File: src/rtl/adc_seq_pkg.sv
package adc_seq_pkg;

   typedef enum logic [2:0] {
      ST_BOOT,
      ST_IDLE,
      ST_TRIG,
      ST_CONV,
      ST_HIGH,
      ST_LOW,
      ST_RECOVER
   } seq_state_t;

endpackage

File: src/rtl/adc_seq_sync.sv
module adc_seq_sync #(
   parameter int WIDTH  = 2,
   parameter int STAGES = 2
) (
   input  logic             clk,
   input  logic             rst_n,
   input  logic [WIDTH-1:0] d,
   output logic [WIDTH-1:0] q
);

   if (STAGES < 2) begin : g_bad_stages
      $error("adc_seq_sync: STAGES must be at least 2");
   end

   logic [WIDTH-1:0] stg [STAGES];

   for (genvar i = 0; i < STAGES; i++) begin : g_stage
      always_ff @(posedge clk) begin
         if (!rst_n) stg[i] <= '0;
         else if (i == 0) stg[i] <= d;
         else stg[i] <= stg[(i == 0) ? 0 : i-1];
      end
   end

   assign q = stg[STAGES-1];

endmodule

File: src/rtl/adc_seq_assemble.sv
module adc_seq_assemble #(
   parameter int RES_W = 14,
   parameter int OUT_W = 16,
   parameter int CH_W  = 3
) (
   input  logic             clk,
   input  logic             rst_n,
   input  logic             take,
   input  logic             byte_mode,
   input  logic             second_half,
   input  logic [CH_W-1:0]  chan_in,
   input  logic [RES_W-1:0] db,
   output logic             valid,
   output logic [CH_W-1:0]  chan,
   output logic [OUT_W-1:0] data
);

   localparam int HI_W = RES_W - 8;

   if (RES_W <= 8 || RES_W > 16 || OUT_W < RES_W) begin : g_bad_width
      $error("adc_seq_assemble: need 8 < RES_W <= 16 and OUT_W >= RES_W");
   end

   logic [HI_W-1:0]  hi_q;
   logic [RES_W-1:0] full;
   logic [OUT_W-1:0] ext;
   logic             last;

   always_comb begin
      full = byte_mode ? {hi_q, db[7:0]} : db;
      last = !byte_mode || second_half;
   end

   if (OUT_W > RES_W) begin : g_sext
      assign ext = {{(OUT_W-RES_W){full[RES_W-1]}}, full};
   end else begin : g_flat
      assign ext = full;
   end

   always_ff @(posedge clk) begin
      if (!rst_n) begin
         valid <= 1'b0;
         chan  <= '0;
         data  <= '0;
         hi_q  <= '0;
      end else begin
         valid <= take && last;
         if (take && byte_mode && !second_half) hi_q <= db[HI_W-1:0];
         if (take && last) begin
            chan <= chan_in;
            data <= ext;
         end
      end
   end

   AST_VALID_PULSE: assert property (@(posedge clk) disable iff (!rst_n)
      valid |=> !valid);

endmodule

File: src/rtl/adc_par_seq.sv
module adc_par_seq #(
   parameter int CH_N        = 8,
   parameter int RES_W       = 14,
   parameter int OUT_W       = 16,
   parameter int CNT_W       = 8,
   parameter int RST_CYC     = 3,
   parameter int SYNC_STAGES = 2
) (
   input  logic                    clk,
   input  logic                    rst_n,
   input  logic                    start,
   input  logic                    byte_mode,
   input  logic [CNT_W-1:0]        rd_low_cyc,
   input  logic [CNT_W-1:0]        rd_high_cyc,
   output logic                    adc_reset,
   output logic                    adc_convst_a,
   output logic                    adc_convst_b,
   input  logic                    adc_busy,
   input  logic                    adc_frst,
   input  logic [RES_W-1:0]        adc_db,
   output logic                    adc_cs_n,
   output logic                    adc_rd_n,
   output logic                    res_valid,
   output logic [$clog2(CH_N)-1:0] res_chan,
   output logic [OUT_W-1:0]        res_data,
   output logic                    align_err
);
   import adc_seq_pkg::*;

   localparam int CH_W     = $clog2(CH_N);
   localparam int IDX_W    = CH_W + 2;
   localparam int RCW      = $clog2(RST_CYC + 1);
   localparam int MIN_LOW  = SYNC_STAGES + 1;
   localparam int MIN_HIGH = 1;

   if (RST_CYC < 1 || CH_N < 2 || (1 << CH_W) != CH_N || MIN_LOW >= (1 << CNT_W)) begin : g_bad_cfg
      $error("adc_par_seq: illegal parameter set");
   end

   seq_state_t       state;
   logic [CNT_W-1:0] cnt, lo_eff, hi_eff;
   logic [IDX_W-1:0] idx, n_reads;
   logic [RCW-1:0]   rst_cnt;
   logic             rst_pulse, convst_q, busy_s, frst_s;
   logic             lo_end, hi_end, mark_ok, take;
   logic [CH_W-1:0]  chan_sel;

   adc_seq_sync #(.WIDTH(2), .STAGES(SYNC_STAGES)) i_sync (
      .clk  (clk),
      .rst_n(rst_n),
      .d    ({adc_busy, adc_frst}),
      .q    ({busy_s, frst_s})
   );

   always_comb begin
      lo_eff   = (rd_low_cyc  < CNT_W'(MIN_LOW))  ? CNT_W'(MIN_LOW)  : rd_low_cyc;
      hi_eff   = (rd_high_cyc < CNT_W'(MIN_HIGH)) ? CNT_W'(MIN_HIGH) : rd_high_cyc;
      n_reads  = byte_mode ? IDX_W'(2*CH_N) : IDX_W'(CH_N);
      lo_end   = (cnt == lo_eff - 1'b1);
      hi_end   = (cnt == hi_eff - 1'b1);
      mark_ok  = (frst_s == (idx == '0));
      take     = (state == ST_LOW) && lo_end && mark_ok;
      chan_sel = byte_mode ? idx[CH_W:1] : idx[CH_W-1:0];
   end

   always_ff @(posedge clk) begin
      if (!rst_n) begin
         state     <= ST_BOOT;
         rst_cnt   <= '0;
         rst_pulse <= 1'b0;
         convst_q  <= 1'b0;
         cnt       <= '0;
         idx       <= '0;
         align_err <= 1'b0;
      end else begin
         align_err <= 1'b0;
         case (state)
            ST_BOOT: begin
               if (rst_cnt == RCW'(RST_CYC)) begin
                  rst_pulse <= 1'b0;
                  state     <= ST_IDLE;
               end else begin
                  rst_pulse <= 1'b1;
                  rst_cnt   <= rst_cnt + 1'b1;
               end
            end
            ST_IDLE: begin
               if (start && !busy_s) begin
                  convst_q <= 1'b1;
                  state    <= ST_TRIG;
               end
            end
            ST_TRIG: begin
               if (busy_s) begin
                  convst_q <= 1'b0;
                  state    <= ST_CONV;
               end
            end
            ST_CONV: begin
               if (!busy_s) begin
                  cnt   <= '0;
                  idx   <= '0;
                  state <= ST_HIGH;
               end
            end
            ST_HIGH: begin
               if (hi_end) begin
                  cnt   <= '0;
                  state <= (idx == n_reads) ? ST_IDLE : ST_LOW;
               end else begin
                  cnt <= cnt + 1'b1;
               end
            end
            ST_LOW: begin
               if (lo_end) begin
                  cnt <= '0;
                  if (!mark_ok) begin
                     align_err <= 1'b1;
                     idx       <= '0;
                     state     <= ST_RECOVER;
                  end else begin
                     idx   <= idx + 1'b1;
                     state <= ST_HIGH;
                  end
               end else begin
                  cnt <= cnt + 1'b1;
               end
            end
            ST_RECOVER: begin
               if (hi_end) begin
                  cnt   <= '0;
                  state <= ST_HIGH;
               end else begin
                  cnt <= cnt + 1'b1;
               end
            end
            default: state <= ST_IDLE;
         endcase
      end
   end

   assign adc_reset    = rst_pulse;
   assign adc_convst_a = convst_q;
   assign adc_convst_b = convst_q;
   assign adc_cs_n     = !((state == ST_HIGH) || (state == ST_LOW));
   assign adc_rd_n     = (state != ST_LOW);

   adc_seq_assemble #(.RES_W(RES_W), .OUT_W(OUT_W), .CH_W(CH_W)) i_asm (
      .clk        (clk),
      .rst_n      (rst_n),
      .take       (take),
      .byte_mode  (byte_mode),
      .second_half(idx[0]),
      .chan_in    (chan_sel),
      .db         (adc_db),
      .valid      (res_valid),
      .chan       (res_chan),
      .data       (res_data)
   );

   AST_BOOT_QUIET: assert property (@(posedge clk) disable iff (!rst_n)
      adc_reset |-> (adc_cs_n && adc_rd_n && !adc_convst_a));
   AST_CONV_NOT_BUSY: assert property (@(posedge clk) disable iff (!rst_n)
      $rose(adc_convst_a) |-> !busy_s);
   AST_FRAME_AFTER_BUSY: assert property (@(posedge clk) disable iff (!rst_n)
      $fell(adc_cs_n) |-> !busy_s);
   AST_RD_LOW_MIN: assert property (@(posedge clk) disable iff (!rst_n)
      $fell(adc_rd_n) |=> (!adc_rd_n ##1 !adc_rd_n));
   AST_ERR_DESELECT: assert property (@(posedge clk) disable iff (!rst_n)
      align_err |-> (adc_cs_n && !res_valid));

endmodule

File: config.mk
export PLATFORM = sky130hd
export DESIGN_NAME = adc_par_seq
export DESIGN_NICKNAME = d
export VERILOG_FILES = /design/src/rtl/adc_seq_pkg.sv /design/src/rtl/adc_seq_sync.sv /design/src/rtl/adc_seq_assemble.sv /design/src/rtl/adc_par_seq.sv
export SDC_FILE = /design/constraint.sdc
export NUM_CORES = 1
export LEC_CHECK = 0
export ABC_AREA = 1
export BUFFER_PORTS_ARGS = -buffer_cell sky130_fd_sc_hd__buf_4
export CAP_MARGIN = 20
export CORE_MARGIN = 4
export CORE_UTILIZATION = 35
export CTS_CLUSTER_DIAMETER = 40
export DETAILED_ROUTE_END_ITERATION = 10
export GPL_ROUTABILITY_DRIVEN = 0
export SLEW_MARGIN = 20
export SYNTH_ARGS = -nofsm -noshare
export SYNTH_HDL_FRONTEND = slang
export SYNTH_SLANG_ARGS = --single-unit
File: constraint.sdc
create_clock -name clk -period 2.8 [get_ports clk]
set_input_delay 0.28 -clock clk [delete_from_list [all_inputs] [get_ports clk]]
set_output_delay 0.28 -clock clk [all_outputs]
set_load 0.02 [all_outputs]
==> results.cfg, run 1 <==
[layout]
area_growth_pct = 19.61
final_nets = 592
layout_common_cells = nand2_1, nor2_1, inv_1
layout_commonest_cell = nand2_1
fill_cells = 927
multi_input_area_um2 = 1713
fin_area_um2 = 3671
final_core_util_pct = 43.80
drive_gt1_share_pct = 15.61
antenna_cells = 0
final-seq-area_um2 = 980.9

[timing]
hold_ws_ns = 0.1646
slew_headroom_pct = 74.28
worst_slew_pin_slew_ns = 0.3858
drv_slew = 0
period_needed_ns = 2.329
rsz0062_at_grt = false
fin_crit_sh_pct = 83.19
tns_ns = 0
max_freq_mhz = 429.3
hold_viol = 0
fin_skew_ns = 0.01382
setup_viol = 0

[critical_path]
crit_fanout = 17
cpPeakStageDelay_ns = 0.25
critical_path.top_delay_family = simple AND/OR/NAND/NOR gates
critical_path.endpoint_type = flop
cp_num_cells = 19
worstReg2RegStart = idx[1]$_SDFFE_PN0P_
critPathKind = input pin to flop
cp_slowest_cell = ha_1
r2r-end = i_asm.data[1]$_SDFFE_PN0P_
critPathLaunch = rd_low_cyc[4]
ff2ff_setup_slack_ns = 0.66
crit_chain = buf_4 -> nor2_2 -> nand2_1 -> o21ai_1 -> inv_1 -> ha_1 -> inv_1 -> nand2_1 -> nand3_1 -> nand3_1 -> nor2_1 -> nand2_1 -> nor2_2 -> nand3_4 -> nor2_8 -> nand3_4 -> inv_2 -> nor2_1 -> nor2_1
critPathCapture = i_asm.data[5]$_SDFFE_PN0P_
reg2reg_depth = 12
cp-start-kind = input pin
critPathBufInv = 4
critPathRequiredTime_ns = 3.05
critPathArrivalTime_ns = 2.58

[placement]
dp_hpwl_um = 5687
place_area_um2 = 3583
portBuffers = 61

[routing]
vias = 2999
highest_layer = met4
drc = 0
wirelength_um = 7277
dr.first_iter.drc_count = 103
route.met2.wl_um = 3367
wl_met3_um = 300
wl_met1_um = 3535
firstDrtPassIters = 4
ant_nets = 0
wl_per_cell_um = 11.09
routed_via_density = 4.572

[power_and_ir_drop]
power_frac_comb_pct = 37.3
power_switching_mw = 0.7865
clkPwrFrac_pct = 21.2
swShare_pct = 39.72
p_int_mw = 1.194
seq_power_share_pct = 41.6
ir_drop_uv = 268.2
leakagePower_nw = 1.928
cellPowerDensity_nw_per_um2 = 539.4

[synthesis]
synthesis.nets = 538
synth_top_area_share_pct = 31.96
yosysWarnings = 0
synth-seq-area-share_pct = 31.96
yosys_register_bits = 49
synthesis.area_um2 = 3069
syn-mean-instance-area_um2 = 6.188
synth_top_area_cell = dfxtp_1
yosysUniqueCellTypes = 34
synth_area_leaders = dfxtp_1, nand2_1, nor2_1
syn_inst = 496

[die]
die_area_um2 = 10330
die_x_um = 101.6
rows = 33
io_pins = 62
start_util_pct = 36.62
core_area_um2 = 8382
die_h_um = 101.6

[global_routing]
overflow = 0
grt_max_degree = 39
gr-usage-all-layers_pct = 14.14
grt_pass1_vias = 2746
grt_antenna_before_repair = 0
grt_pass1_wl_um = 12000

[clock_network]
htreeDepth = 2
path_clk_slew_ns = 0.10
ctsResizeCount = 0
clk_latency_ns = 0.30
root_buffer = clkbuf_8
cts_tree = done
cts_sinks = 49
clk_path_buf_depth = 2
cts_setup_buffers = 0
postCtsHoldBufs = 0
numCtsBuffers = 5

[worst_hold_path]
hp-class = input pin to flop

[flow_run]
drv_cap = 0

[outcome]
status = finished, final reports clean
[routing by layer]
metal,track usage [%],vias to the layer above
met5,0,-
met2,23.74,49
met3,2.342,5
li1,-,1635
met1,18.77,1310
met4,3.783,0
[worst min-delay path by stage]
stage	start	to	slack [ns]	depth (start not counted)
global placement	i_sync.stg[0][0]$_SDFF_PN0_	i_sync.stg[1][0]$_SDFF_PN0_	0.39	2
floorplan	adc_frst	i_sync.stg[0][0]$_SDFF_PN0_	0.38	2
CTS	adc_busy	i_sync.stg[0][1]$_SDFF_PN0_	0.16	3
global route	adc_busy	i_sync.stg[0][1]$_SDFF_PN0_	0.16	3
detailed placement	i_sync.stg[0][1]$_SDFF_PN0_	i_sync.stg[1][1]$_SDFF_PN0_	0.40	2
finish	adc_busy	i_sync.stg[0][1]$_SDFF_PN0_	0.16	3
[cells by family (layout without fill, tap and decap cells)]
group | count (synthesis) | in the layout | share of synthesized area (%)
and+or+nand+nor | 299 | 299 | 42.27
buffers and inverters | 93 | 148 | 12.23
DFF | 49 | 49 | 31.96
AOI/OAI and AO/OA | 31 | 31 | 5.504
xor gates and xnor gates | 18 | 18 | 5.585
adders and majority gates | 6 | 6 | 2.446
[flip-flops by register name (all words and copies together) (netlist names)]
register      flops
i_asm.valid       1
adc_convst_a      1
adc_reset         1
state             3
i_asm.chan        3
i_asm.data       14
cnt               8
align_err         1
i_asm.hi_q        6
i_sync.stg        4
idx               5
rst_cnt           2
[final cells by class]
cell class              instances  area share, %
flip-flops and latches         49          26.72
clock buffers                   6          1.977
well taps                     105          3.579
multi-input cells             354          46.66
inverters                      78          7.975
clock inverters                 2         0.4090
repair buffers                 62          12.68
[Yosys cell counts]
cell type / count
xnor3_1: 1
nand2_2: 2
buf_6: 1
buf_2: 3
xor2_1: 11
nand3b_1: 1
inv_1: 71
o21ai_0: 14
o21bai_1: 1
ha_1: 6
clkbuf_1: 5
nor2_8: 1
nand4_1: 19
nor2_4: 2
nor2_1: 84
nor3_1: 3
o21ai_1: 2
dfxtp_1: 49
buf_4: 4
nand3_1: 27
buf_1: 2
inv_2: 5
xnor2_1: 6
a211oi_1: 2
nand3_4: 2
clkinv_1: 2
nor4_1: 4
a21oi_1: 9
a31oi_1: 1
nor2_2: 4
nand2_1: 149
or2_2: 1
o211ai_1: 1
a21boi_0: 1
[stage by stage]
stage,power [mW],setup WS (ns),std cells
floorplan,1.377,0.5885,496
global placement,1.569,0.2514,648
detailed placement,1.579,0.1436,648
CTS,2.001,0.4550,656
global route,2.143,0.1761,656
finish,1.980,0.4707,656
[worst reg2reg max path: stages, from the launching register on]
cell     delay, ns
dfxtp_1       0.34
inv_1         0.13
ha_1          0.16
inv_1         0.03
nor2_1        0.11
nand2_1       0.08
or2_2         0.27
nand2_1       0.20
inv_2         0.20
nand3_4       0.25
inv_2         0.13
nor2_1        0.11
nor2_1        0.04
[power by group through the flow]
stage                     sequential (mW)  combinational (mW)  clock (mW)
after CTS                           0.823               0.743       0.435
after global routing                0.833               0.851       0.459
final                               0.823               0.738       0.419
after global placement              0.838               0.731           0
after floorplan                     0.832               0.545           0
after detailed placement            0.839               0.740           0
No activity file was read; power rests on OpenSTA's default activity.
==> run 2: changes to the inputs <==
Clock period 2.8 ns to 2.05 ns, I/O delays scaled along.
==> run 2 against run 1 <==
  * Sequential share of layout area shrank 3.5 points
  * Cell count rose by 6.3%
  * Non-clock buffer count is 40 higher
  * Worst setup slack worse by 0.43 ns
  * Largest cell class unchanged
==> results.cfg, run 2 (synthesized netlist as in run 1, its figures left out) <==
[outcome]
status = finished, final reports clean

[layout]
final_nets = 633
instances_no_fill = 697
regMostFlops = i_asm.data
top_regs = i_asm.data x14, cnt x8, i_asm.hi_q x6
layout_commonest_cell = nand2_1
area_growth_pct = 37.83
layout_common_cells = nand2_1, buf_4, nor2_1
drive_gt1_share_pct = 27.20
antenna_cells = 0
largest_reg_flops = 14

[timing]
fin_skew_ns = 0.01163
period_needed_ns = 2.013
drv_slew = 0
max_freq_mhz = 496.7
setup_viol = 0
slew_headroom_pct = 69.62
rsz0062_at_grt = true
worst_slew_pin_slew_ns = 0.4553
setup_slack_ns = 0.03688
hold_viol = 0
fin_crit_sh_pct = 98.20

[clock_network]
htreeDepth = 2
root_buffer = clkbuf_8
numCtsBuffers = 5
clk_path_buf_depth = 2
clk_latency_ns = 0.30
path_clk_slew_ns = 0.09
cts_sinks = 49
postCtsHoldBufs = 0
cts_tree = done

[placement]
dp_hpwl_um = 5748
preCtsSetupSlack_ns = -0.3356
dpl.cell_count = 679
portBuffers = 61

[critical_path]
critPathArrivalTime_ns = 2.26
cp-start-kind = input pin
critPathRequiredTime_ns = 2.30
critical_path.endpoint_type = flop
reg2reg_depth = 13
critPathKind = input pin to flop
worstReg2RegStart = idx[0]$_SDFFE_PN0P_
r2r-end = i_asm.data[6]$_SDFFE_PN0P_
ff2ff_setup_slack_ns = 0.09
crit_fanout = 8

[worst_hold_path]
holdPathStages = 3
hold_start = adc_frst
holdPathEnd = i_sync.stg[0][0]$_SDFF_PN0_
hp-class = input pin to flop

[flow_run]
drv_cap = 0

[die]
start_util_pct = 36.62
core_area_um2 = 8382
die_h_um = 101.6
io_pins = 62
rows = 33
die_x_um = 101.6
die_area_um2 = 10330

[routing]
ant_nets = 0
drc = 0
firstDrtPassIters = 5
wl_per_cell_um = 11.11
vias = 3190
dr.first_iter.drc_count = 113
wirelength_um = 7747
routed_via_density = 4.577

[power_and_ir_drop]
ir_drop_uv = 315.5
cellPowerDensity_nw_per_um2 = 664.2
leakagePower_nw = 2.194

[global_routing]
gr-usage-all-layers_pct = 14.83
grt_max_degree = 39
overflow = 0
grt_pass1_vias = 2882
grt_antenna_before_repair = 0
grt_pass1_wl_um = 12570
[run 2: cell types whose count changed in the layout (fill, tap and decap cells not counted), sizes merged]
| cell | previous run | this run |
|---|---|---|
| clkinvlp | 2 | 0 |
| clkinv | 2 | 5 |
| buf | 62 | 102 |
[run 2: worst max path at each step]
stage / start / to / slack (ns) / cells past startpoint
4_1_cts: rd_low_cyc[6] / i_asm.data[13]$_SDFFE_PN0P_ / 0.009 / 18
5_1_grt: rd_low_cyc[5] / i_asm.data[12]$_SDFFE_PN0P_ / -0.13 / 18
3_3_place_gp: rd_high_cyc[4] / cnt[4]$_SDFFE_PN0P_ / -0.31 / 20
6_report: rd_low_cyc[5] / i_asm.data[13]$_SDFFE_PN0P_ / 0.04 / 18
2_1_floorplan: rd_low_cyc[2] / i_asm.chan[1]$_SDFFE_PN0P_ / -0.07 / 16
3_5_place_dp: rd_high_cyc[4] / cnt[5]$_SDFFE_PN0P_ / -0.34 / 20
[run 2: what timing repair did]
item,4_1_cts,5_1_grt
gates cloned,1,1
endpoints found under the setup margin,6,40
setup buffers,3,6
pin swaps,11,13
gates resized for setup,14,45
[run 2: per-stage QoR]
stage	area (um^2)	hold WS [ns]	total power [mW]	utilization, %	TNS [ns]
floorplan	3083	0.3026	1.887	-	-0.8960
global placement	3855	0.3884	2.210	45.99	-9.774
detailed placement	3855	0.3921	2.218	45.99	-11.29
CTS	4023	0.07799	2.790	47.99	0
global route	4230	0.09082	3.061	50.47	-2.860
finish	4230	0.08480	2.810	50.47	0
[run 2: layer usage]
metal / global-route usage (%) / wire length [um] / vias to the layer above
li1: - / - / 1716
met1: 20.00 / 3618 / 1407
met2: 25.05 / 3713 / 61
met3: 2.548 / 360 / 6
met4: 2.761 / 55 / 0
met5: 0 / 0 / -
[run 2: area by class of cell]
cell class	instances	area, um^2
well taps	105	131.4
repair inverters	1	6.256
multi-input cells	354	1888
flip-flops and latches	49	980.9
fillers	862	4151
clock buffers	6	72.57
repair buffers	102	833.3
inverters	78	307.8
clock inverters	2	10.01
[run 2: report_power, final]
part / switching, mW / leakage [nW] / internal, mW
Clock: 0.320 / 0.0450 / 0.237
Sequential: 0.0833 / 0.397 / 1.04
Combinational: 0.704 / 1.75 / 0.427
Total: 1.11 / 2.19 / 1.70
[run 2: worst max-delay path, cell delays in order]
cell and delay [ns]:
buf_8 0.10, nor2_4 0.13, nand2_4 0.08, o21ai_4 0.16, inv_2 0.06, ha_4 0.26
xor2_1 0.13, o21ai_1 0.08, nor2_1 0.09, nand2_1 0.07, nor2_2 0.12, nand3_4 0.12
nor2_8 0.12, nand3_4 0.14, buf_12 0.20, nand2_4 0.05, nand2_2 0.04, nor2_1 0.10
